==> config.mk <==
export PLATFORM = sky130hd
export DESIGN_NAME = cmp_event_unit
export DESIGN_NICKNAME = d
export VERILOG_FILES = /design/src/rtl/cmp_pkg.sv /design/src/rtl/cmp_timer.sv /design/src/rtl/cmp_match.sv /design/src/rtl/cmp_action.sv /design/src/rtl/cmp_event_unit.sv
export SDC_FILE = /design/constraint.sdc
export NUM_CORES = 1
export LEC_CHECK = 0
export ABC_CLOCK_PERIOD_IN_PS = 1900
export BUFFER_PORTS_ARGS = -buffer_cell sky130_fd_sc_hd__buf_2
export CAP_MARGIN = 20
export CELL_PAD_IN_SITES_DETAIL_PLACEMENT = 0
export CELL_PAD_IN_SITES_GLOBAL_PLACEMENT = 1
export CORE_MARGIN = 4
export CORE_UTILIZATION = 41
export CTS_BUF_LIST = sky130_fd_sc_hd__clkbuf_16
export CTS_CLUSTER_SIZE = 10
export DETAILED_ROUTE_END_ITERATION = 8
export GPL_TIMING_DRIVEN = 0
export PLACE_DENSITY_LB_ADDON = 0.25
export SLEW_MARGIN = 25
export SYNTH_ARGS = -nofsm -noshare
export SYNTH_HDL_FRONTEND = slang
export SYNTH_SLANG_ARGS = --single-unit
export TNS_END_PERCENT = 10
==> constraint.sdc <==
create_clock -name clk_i -period 1.9 [get_ports clk_i]
set_input_delay 0 -clock clk_i [delete_from_list [all_inputs] [get_ports clk_i]]
set_output_delay 0 -clock clk_i [all_outputs]
set_load 0.05 [all_outputs]
==> src/rtl/cmp_pkg.sv <==
package cmp_pkg;
  localparam int unsigned MODE_W = 4;
  typedef enum logic [MODE_W-1:0] {
    MODE_OFF    = 4'b0000,
    MODE_TOGGLE = 4'b0010,
    MODE_SET    = 4'b1000,
    MODE_CLR    = 4'b1001,
    MODE_IRQ    = 4'b1010,
    MODE_EVENT  = 4'b1011
  } cmp_mode_e;
endpackage

==> src/rtl/cmp_timer.sv <==
module cmp_timer #(
  parameter int unsigned TW = 16
) (
  input  logic          clk_i,
  input  logic          rst_ni,
  input  logic          tick_i,
  input  logic          restart_i,
  input  logic          ovf_clr_i,
  output logic [TW-1:0] cnt_o,
  output logic          ovf_o
);
  localparam logic [TW-1:0] CNT_MAX = {TW{1'b1}};

  logic [TW-1:0] cnt_q;
  logic          ovf_q;
  logic          wrap;

  assign wrap = tick_i && !restart_i && (cnt_q == CNT_MAX);

  always_ff @(posedge clk_i or negedge rst_ni) begin
    if (!rst_ni) begin
      cnt_q <= '0;
      ovf_q <= 1'b0;
    end else begin
      if (tick_i) cnt_q <= restart_i ? '0 : cnt_q + TW'(1);
      if (wrap)           ovf_q <= 1'b1;
      else if (ovf_clr_i) ovf_q <= 1'b0;
    end
  end

  assign cnt_o = cnt_q;
  assign ovf_o = ovf_q;
endmodule

==> src/rtl/cmp_match.sv <==
module cmp_match #(
  parameter int unsigned TW = 16
) (
  input  logic          clk_i,
  input  logic          rst_ni,
  input  logic [TW-1:0] cnt_i,
  input  logic [TW-1:0] ref_i,
  output logic          hit_o,
  output logic          rise_o
);
  logic hit_q;

  assign hit_o  = (cnt_i == ref_i);
  assign rise_o = hit_o && !hit_q;

  always_ff @(posedge clk_i or negedge rst_ni) begin
    if (!rst_ni) hit_q <= 1'b0;
    else         hit_q <= hit_o;
  end
endmodule

==> src/rtl/cmp_action.sv <==
module cmp_action
  import cmp_pkg::*;
(
  input  logic              clk_i,
  input  logic              rst_ni,
  input  logic [MODE_W-1:0] mode_i,
  input  logic              mode_zero_wr_i,
  input  logic              hit_i,
  input  logic              rise_i,
  input  logic              tick_i,
  input  logic              adc_en_i,
  input  logic              irq_clr_i,
  output logic              latch_o,
  output logic              irq_o,
  output logic              trig_o,
  output logic              adc_start_o,
  output logic              restart_o
);
  logic latch_q, irq_q, pend_q;
  logic is_event, is_active;

  assign is_event  = (mode_i == MODE_EVENT);
  assign is_active = (mode_i == MODE_TOGGLE) || (mode_i == MODE_SET) ||
                     (mode_i == MODE_CLR) || (mode_i == MODE_IRQ) || is_event;

  assign trig_o      = is_event && rise_i;
  assign adc_start_o = trig_o && adc_en_i;
  // restart on the first tick while the event match still holds
  assign restart_o   = is_event && hit_i && tick_i && (pend_q || rise_i);

  always_ff @(posedge clk_i or negedge rst_ni) begin
    if (!rst_ni) begin
      latch_q <= 1'b0;
      irq_q   <= 1'b0;
      pend_q  <= 1'b0;
    end else begin
      pend_q <= is_event && hit_i && !tick_i && (pend_q || rise_i);
      if (mode_zero_wr_i) latch_q <= 1'b0;
      else if (rise_i) begin
        unique case (mode_i)
          MODE_SET:    latch_q <= 1'b1;
          MODE_CLR:    latch_q <= 1'b0;
          MODE_TOGGLE: latch_q <= !latch_q;
          default:     latch_q <= latch_q;
        endcase
      end
      if (rise_i && is_active) irq_q <= 1'b1;
      else if (irq_clr_i)      irq_q <= 1'b0;
    end
  end

  assign latch_o = latch_q;
  assign irq_o   = irq_q;
endmodule

==> src/rtl/cmp_event_unit.sv <==
module cmp_event_unit
  import cmp_pkg::*;
#(
  parameter int unsigned TW = 16
) (
  input  logic              clk_i,
  input  logic              rst_ni,
  input  logic              tick_i,
  input  logic              ref_wr_i,
  input  logic [TW-1:0]     ref_wdata_i,
  input  logic              mode_wr_i,
  input  logic [MODE_W-1:0] mode_wdata_i,
  input  logic              irq_clr_i,
  input  logic              ovf_clr_i,
  input  logic              adc_en_i,
  output logic [TW-1:0]     timer_o,
  output logic              latch_o,
  output logic              irq_o,
  output logic              ovf_o,
  output logic              trig_o,
  output logic              adc_start_o
);
  logic [TW-1:0]     ref_q;
  logic [MODE_W-1:0] mode_q;
  logic [TW-1:0]     cnt;
  logic              hit, rise, restart, mode_zero_wr;

  always_ff @(posedge clk_i or negedge rst_ni) begin
    if (!rst_ni) begin
      ref_q  <= '0;
      mode_q <= MODE_OFF;
    end else begin
      if (ref_wr_i)  ref_q  <= ref_wdata_i;
      if (mode_wr_i) mode_q <= mode_wdata_i;
    end
  end

  assign mode_zero_wr = mode_wr_i && (mode_wdata_i == MODE_OFF);

  cmp_timer #(.TW(TW)) u_timer (
    .clk_i, .rst_ni, .tick_i,
    .restart_i (restart),
    .ovf_clr_i,
    .cnt_o     (cnt),
    .ovf_o
  );

  cmp_match #(.TW(TW)) u_match (
    .clk_i, .rst_ni,
    .cnt_i  (cnt),
    .ref_i  (ref_q),
    .hit_o  (hit),
    .rise_o (rise)
  );

  cmp_action u_action (
    .clk_i, .rst_ni,
    .mode_i         (mode_q),
    .mode_zero_wr_i (mode_zero_wr),
    .hit_i          (hit),
    .rise_i         (rise),
    .tick_i,
    .adc_en_i,
    .irq_clr_i,
    .latch_o, .irq_o, .trig_o, .adc_start_o,
    .restart_o      (restart)
  );

  assign timer_o = cnt;
endmodule

# Yosys cells after proc, flatten, opt, wreduce, memory -nomap -nowiden
# Cells that the tools add are included.
[totals] ff_bits=41 input_bits=28 out_inout_bits=21
[classes] add_sub_neg=1 n_eq_ne=7 muxes=8 reduce_logical=27
[op_table] operator="adder 16 x 1 -> 16 bit, second input constant" count=1
[op_table] operator="== test 16 bit" count=1
[op_table] operator="== test 16 bit, second input constant" count=1
[op_table] operator="== test 4 bit, second input constant" count=4
[op_table] operator="2-to-1 mux 16 bit" count=1
[op_table] operator="logical AND 1 bit" count=12
[op_table] operator="2-to-1 mux 1 bit" count=6
[op_table] operator="nonzero test 2 bit" count=3
[op_table] operator="logical OR 1 bit" count=5
[op_table] operator="== test 4 x 2 -> 1 bit, second input constant" count=1
[op_table] operator="logical NOT 1 bit" count=4
[op_table] operator="logical NOT 4 bit" count=1
[op_table] operator="nonzero test 4 bit" count=1
[op_table] operator="one-hot mux 1 bit (3 select lines)" count=1
[op_table] operator="AND reduction 2 bit" count=1

# Logic depth before layout (Yosys ltp)
[logic_depth] word_depth=8 depth_mapped=6

# Hierarchy
# From an unflattened synthesis, not the netlist that was laid out.
[hier_totals] hier_cells=197 hier_area_um2=2239.6
[by_module_without_submodules] module="cmp_timer" instances=1 cells_per_inst=108 area_each_um2=1008.5
[by_module_without_submodules] module="cmp_event_unit" instances=1 cells_per_inst=44 area_each_um2=807.0
[by_module_without_submodules] module="cmp_action" instances=1 cells_per_inst=22 area_each_um2=215.2
[by_module_without_submodules] module="cmp_match" instances=1 cells_per_inst=23 area_each_um2=209.0

# Worst setup path after synthesis
# OpenSTA, ideal clock, no wires.
[synth_timing] path_type="reg2out" startpoint="reg u_timer.cnt_q[7], in the netlist u_timer.cnt_o[7]" endpoint="out adc_start_o" arrival_time_ns=2.644 path_slack_ns=-0.744 path_stages_with_launch=7 n_path_buf=1 path_cell_list="dfrtp_1 xor2_1 nor4_1 nand4_1 buf_2 nor3_2 and2_1"
[synth_via] elab_chain_len=4
[synth_lines] element="from (decl)" line="cmp_timer.sv:14" rtl="logic [TW-1:0] cnt_q;"
[synth_lines] element="from (signal assigned)" line="cmp_timer.sv:25" rtl="if (tick_i) cnt_q <= restart_i ? '0 : cnt_q + TW'(1);"
[synth_lines] element="== test 16 bit" line="cmp_match.sv:13" rtl="assign hit_o = (cnt_i == ref_i);"
[synth_lines] element="logical AND 1 bit" line="cmp_match.sv:14" rtl="assign rise_o = hit_o && !hit_q;"
[synth_lines] element="logical AND 1 bit" line="cmp_action.sv:26" rtl="assign trig_o = is_event && rise_i;"
[synth_lines] element="named net trig_o" line="cmp_event_unit.sv:20" rtl="output logic trig_o,"
[synth_lines] element="logical AND 1 bit" line="cmp_action.sv:27" rtl="assign adc_start_o = trig_o && adc_en_i;"
[synth_lines] element="to (decl)" line="cmp_event_unit.sv:21" rtl="output logic adc_start_o"
# The timed path passes the listed nets, and every way through them passes these cells.

# Final worst setup path
[layout_timing] startpoint="reg u_timer.cnt_q[14], in the netlist u_timer.cnt_o[14]" endpoint="out adc_start_o"
[layout_via] elab_chain_len=4
[layout_lines] element="== test 16 bit" line="cmp_match.sv:13"
[layout_lines] element="logical AND 1 bit" line="cmp_match.sv:14"
[layout_lines] element="logical AND 1 bit" line="cmp_action.sv:26"
[layout_lines] element="logical AND 1 bit" line="cmp_action.sv:27"
# Every way passes these cells.

==> results.toml <==
[run_status]
status = "finished, violations left"
violations = "negative setup slack"

[yosys]
syn_area_per_cell_sq_um = 10.6
synth_area_sq_um = 2030
synth_top_family_by_area = "simple AND/OR/NAND/NOR gates"
synth_top_flop_cell = "dfrtp_1"
netlist_instances = 191
syn-num-nets = 220
synth_edf_count = 0
synth-simple-area-share_pct = 14.4
synthXorXnorAreaFrac_pct = 11.2
ys.warnings.count = 0
synth_fa_ha_area_share_pct = 0.616
yosysSeqAreaShare_pct = 50.5
muxShareOfSynthArea_pct = 9.98
async_flop_share_pct = 100
synth-compound-area-share_pct = 9.30
synth_cell_types = 35
synth_seq_cells = 41

[job]
drv_cap = 0

[cts]
clk_pin_slew_ps = 60
numCtsBuffers = 5
cts-htree-levels = 2
cts_root_buf = "clkbuf_16"
cts.path.max_buffers = 2
cts_tree = "done"
clk_latency_ps = 280
clock_sinks = 41

[route]
drt_iter0_drc = 115
num_vias = 1740
drcViolationCount = 0
ant_nets = 0
vias_per_cell = 4.97
postRouteWirelength_mm = 4.98
wl_per_cell_microns = 14.2
first_pass_iters = 4

[worst_setup_path]
end_kind = "output port"
cp_slowest_cell = "dfrtp_2"
cp_max_fo = 2
crit_arrival_ps = 1990
rr_worst_depth = 7
critPathLaunchType = "register"
path_cells = "xor2_1 -> nor4_2 -> nand4_1 -> buf_6 -> nor3_4 -> and2_4 -> buf_8"
critPathRequiredTime_ps = 1900
r2r_slack_ps = 0
crit_path_max_incr_delay_ps = 410
r2r_start = "u_timer.cnt_o[14]"
crit_type = "register to output port"
reg2reg_to = "u_timer.cnt_o[4]"

[final_layout]
area_growth_pct = 44.5
regArea_sq_um = 1050
final_nets = 311
multi_input_area_sq_um = 962
antenna_cells = 0
drive_above_1_share_pct = 38.5
n_fill_cell = 421

[floorplan]
core_sq_um = 4750
initial_utilization_pct = 42.7
die_h_microns = 78.4
rows = 25
die_w_microns = 78.4
die_area_sq_um = 6140
io_pins = 49

[sta]
hold_viol_final = 0
whs_ps = 57.0
fmax_mhz = 501
finalCritPeriodShare_pct = 105
period_minus_slack_ps = 1990
worst_slew_pin_slew_ps = 539
grt_setup_unrepaired = "yes"
worst_slack_ps = -94.3
relSlewSlack_pct = 64.1
setup-violations-final = 2
clock_skew_ps = 5.56
drv_slew = 0

[global_routing]
grt_antenna_before_repair = 0
grt_max_degree = 42
grt_first_pass_wirelength_mm = 8.25
grt_usage_pct = 17.2
grt_overflow = 0
grt_pass1_vias = 1740

[power]
ir_drop_mv = 0.620
leakagePower_nw = 1.32
p_total_mw = 2.97
powerDensity_nw_per_um2 = 1010

[place]
dp_hpwl_mm = 3.33
port-buffer-count = 46
gp_congestion = 0.728

[min_path]
hp-class = "primary input to register"
worstHoldPathCells = 2
worstHoldStart = "mode_wr_i"
holdPathEnd = "mode_q[2]"
==> kinds of logic (layout without fill, tap and decap cells) <==
group | after synthesis | in the layout
simple gates | 55 | 55
mux | 18 | 18
fa+ha+maj | 1 | 1
flops | 41 | 41
compound gates | 30 | 30
xor+xnor | 26 | 26
buf+inv | 20 | 112
==> state kept, by name, summed over array words and instances, names as in the netlist <==
name and flops:
ref_q 16, u_timer.cnt_o 16, mode_q 4, u_action.irq_o 1
u_action.latch_o 1, u_action.pend_q 1, u_match.hit_q 1, u_timer.ovf_o 1
==> Yosys cell counts (2+ instances only) <==
library cell | count | share of area, %
nand4_1 | 6 | 1.8
o22ai_1 | 2 | 0.62
o21ai_0 | 6 | 1.5
xnor2_1 | 8 | 3.5
nand3_1 | 5 | 1.2
dfrtp_1 | 41 | 51
clkbuf_1 | 5 | 0.92
nor2_1 | 9 | 1.7
nand2_1 | 11 | 2.0
a21oi_1 | 12 | 3.0
nor4_1 | 5 | 1.5
o32ai_1 | 2 | 0.86
xor2_1 | 18 | 7.8
and4_1 | 2 | 0.86
mux2_2 | 18 | 10
o221ai_1 | 2 | 0.86
inv_1 | 13 | 2.4
and3_1 | 2 | 0.62
nor3_1 | 6 | 1.5
nand2b_1 | 3 | 0.92
==> per-stage QoR <==
stage | setup WS, ps | util [%] | setup TNS [ps] | cells | instance area, sq um
floorplan | -216 | - | -216 | 191 | 2070
global placement | -180 | 50.1 | -1870 | 304 | 2380
detailed placement | -144 | 50.1 | -1370 | 304 | 2380
CTS | -100 | 60.1 | -1120 | 343 | 2860
global route | -223 | 61.7 | -1790 | 350 | 2940
finish | -94.3 | 61.7 | -173 | 350 | 2940
==> cell type report <==
type / instances / area share (%)
buffer: 7 / 1.28
clock buffer: 5 / 4.26
clock inverter: 3 / 1.28
inverter: 13 / 1.66
multi-input combinational: 130 / 32.8
sequential: 41 / 35.6
tap: 67 / 2.86
timing repair buffer: 84 / 20.2
==> per-layer routing <==
layer | GRT usage (%) | share of wire (%) | vias to the layer above | wire [microns]
li1 | - | - | 856 | -
met1 | 23.1 | 46 | 833 | 2290
met2 | 27.7 | 48 | 49 | 2400
met3 | 5.28 | 5.4 | 2 | 270
met4 | 3.32 | 0.38 | 0 | 19
met5 | 0 | 0 | - | 0
==> power by group <==
group	leakage (nW)	internal (mW)	total (mW)	switching, mW
Clock	0.0826	0.610	0.935	0.324
Sequential	0.485	0.999	1.14	0.139
Combinational	0.752	0.346	0.898	0.552
Total	1.32	1.96	2.97	1.01
==> how the worst max path moves through the flow <==
stage	start	endpoint	cells after the start
6_report	u_timer.cnt_o[14]	adc_start_o	7
5_1_grt	u_timer.cnt_o[1]	adc_start_o	7
4_1_cts	u_timer.cnt_o[14]	u_timer.cnt_o[1]	6
3_5_place_dp	u_timer.cnt_o[9]	u_timer.cnt_o[10]	6
3_3_place_gp	u_timer.cnt_o[2]	u_timer.cnt_o[13]	6
2_1_floorplan	u_timer.cnt_o[4]	adc_start_o	6
==> repair_timing <==
item,4_1_cts,5_1_grt
pin swaps,8,6
setup buffers,6,7
hold buffers,25,0
gates resized for setup,5,5
endpoints found under the setup margin,17,21
endpoints found under the hold margin,63,0
gates cloned,0,0
==> placed cells by master, fill, tap and decap left out, drive strengths merged, types with 2 or more instances in the layout <==
cell type     n
o22ai         2
o32ai         2
dfrtp        41
clkbuf       10
nand2b        3
xor2         18
a21oi        12
dlygate4sd3  25
nand4         6
and3          2
nor4          5
nand2        11
buf          61
o221ai        2
nor2          9
nand3         5
and4          2
o21ai         6
inv          14
nor3          7
mux2         18
xnor2         8
==> critical path, delay by kind of cell (launching register included) <==
kind	cells	cell delay [ps]
flip-flops	1	410
AND/OR/NAND/NOR	4	800
XOR/XNOR	1	170
buffers and inverters	2	320
(Power assumes the default switching activity.)
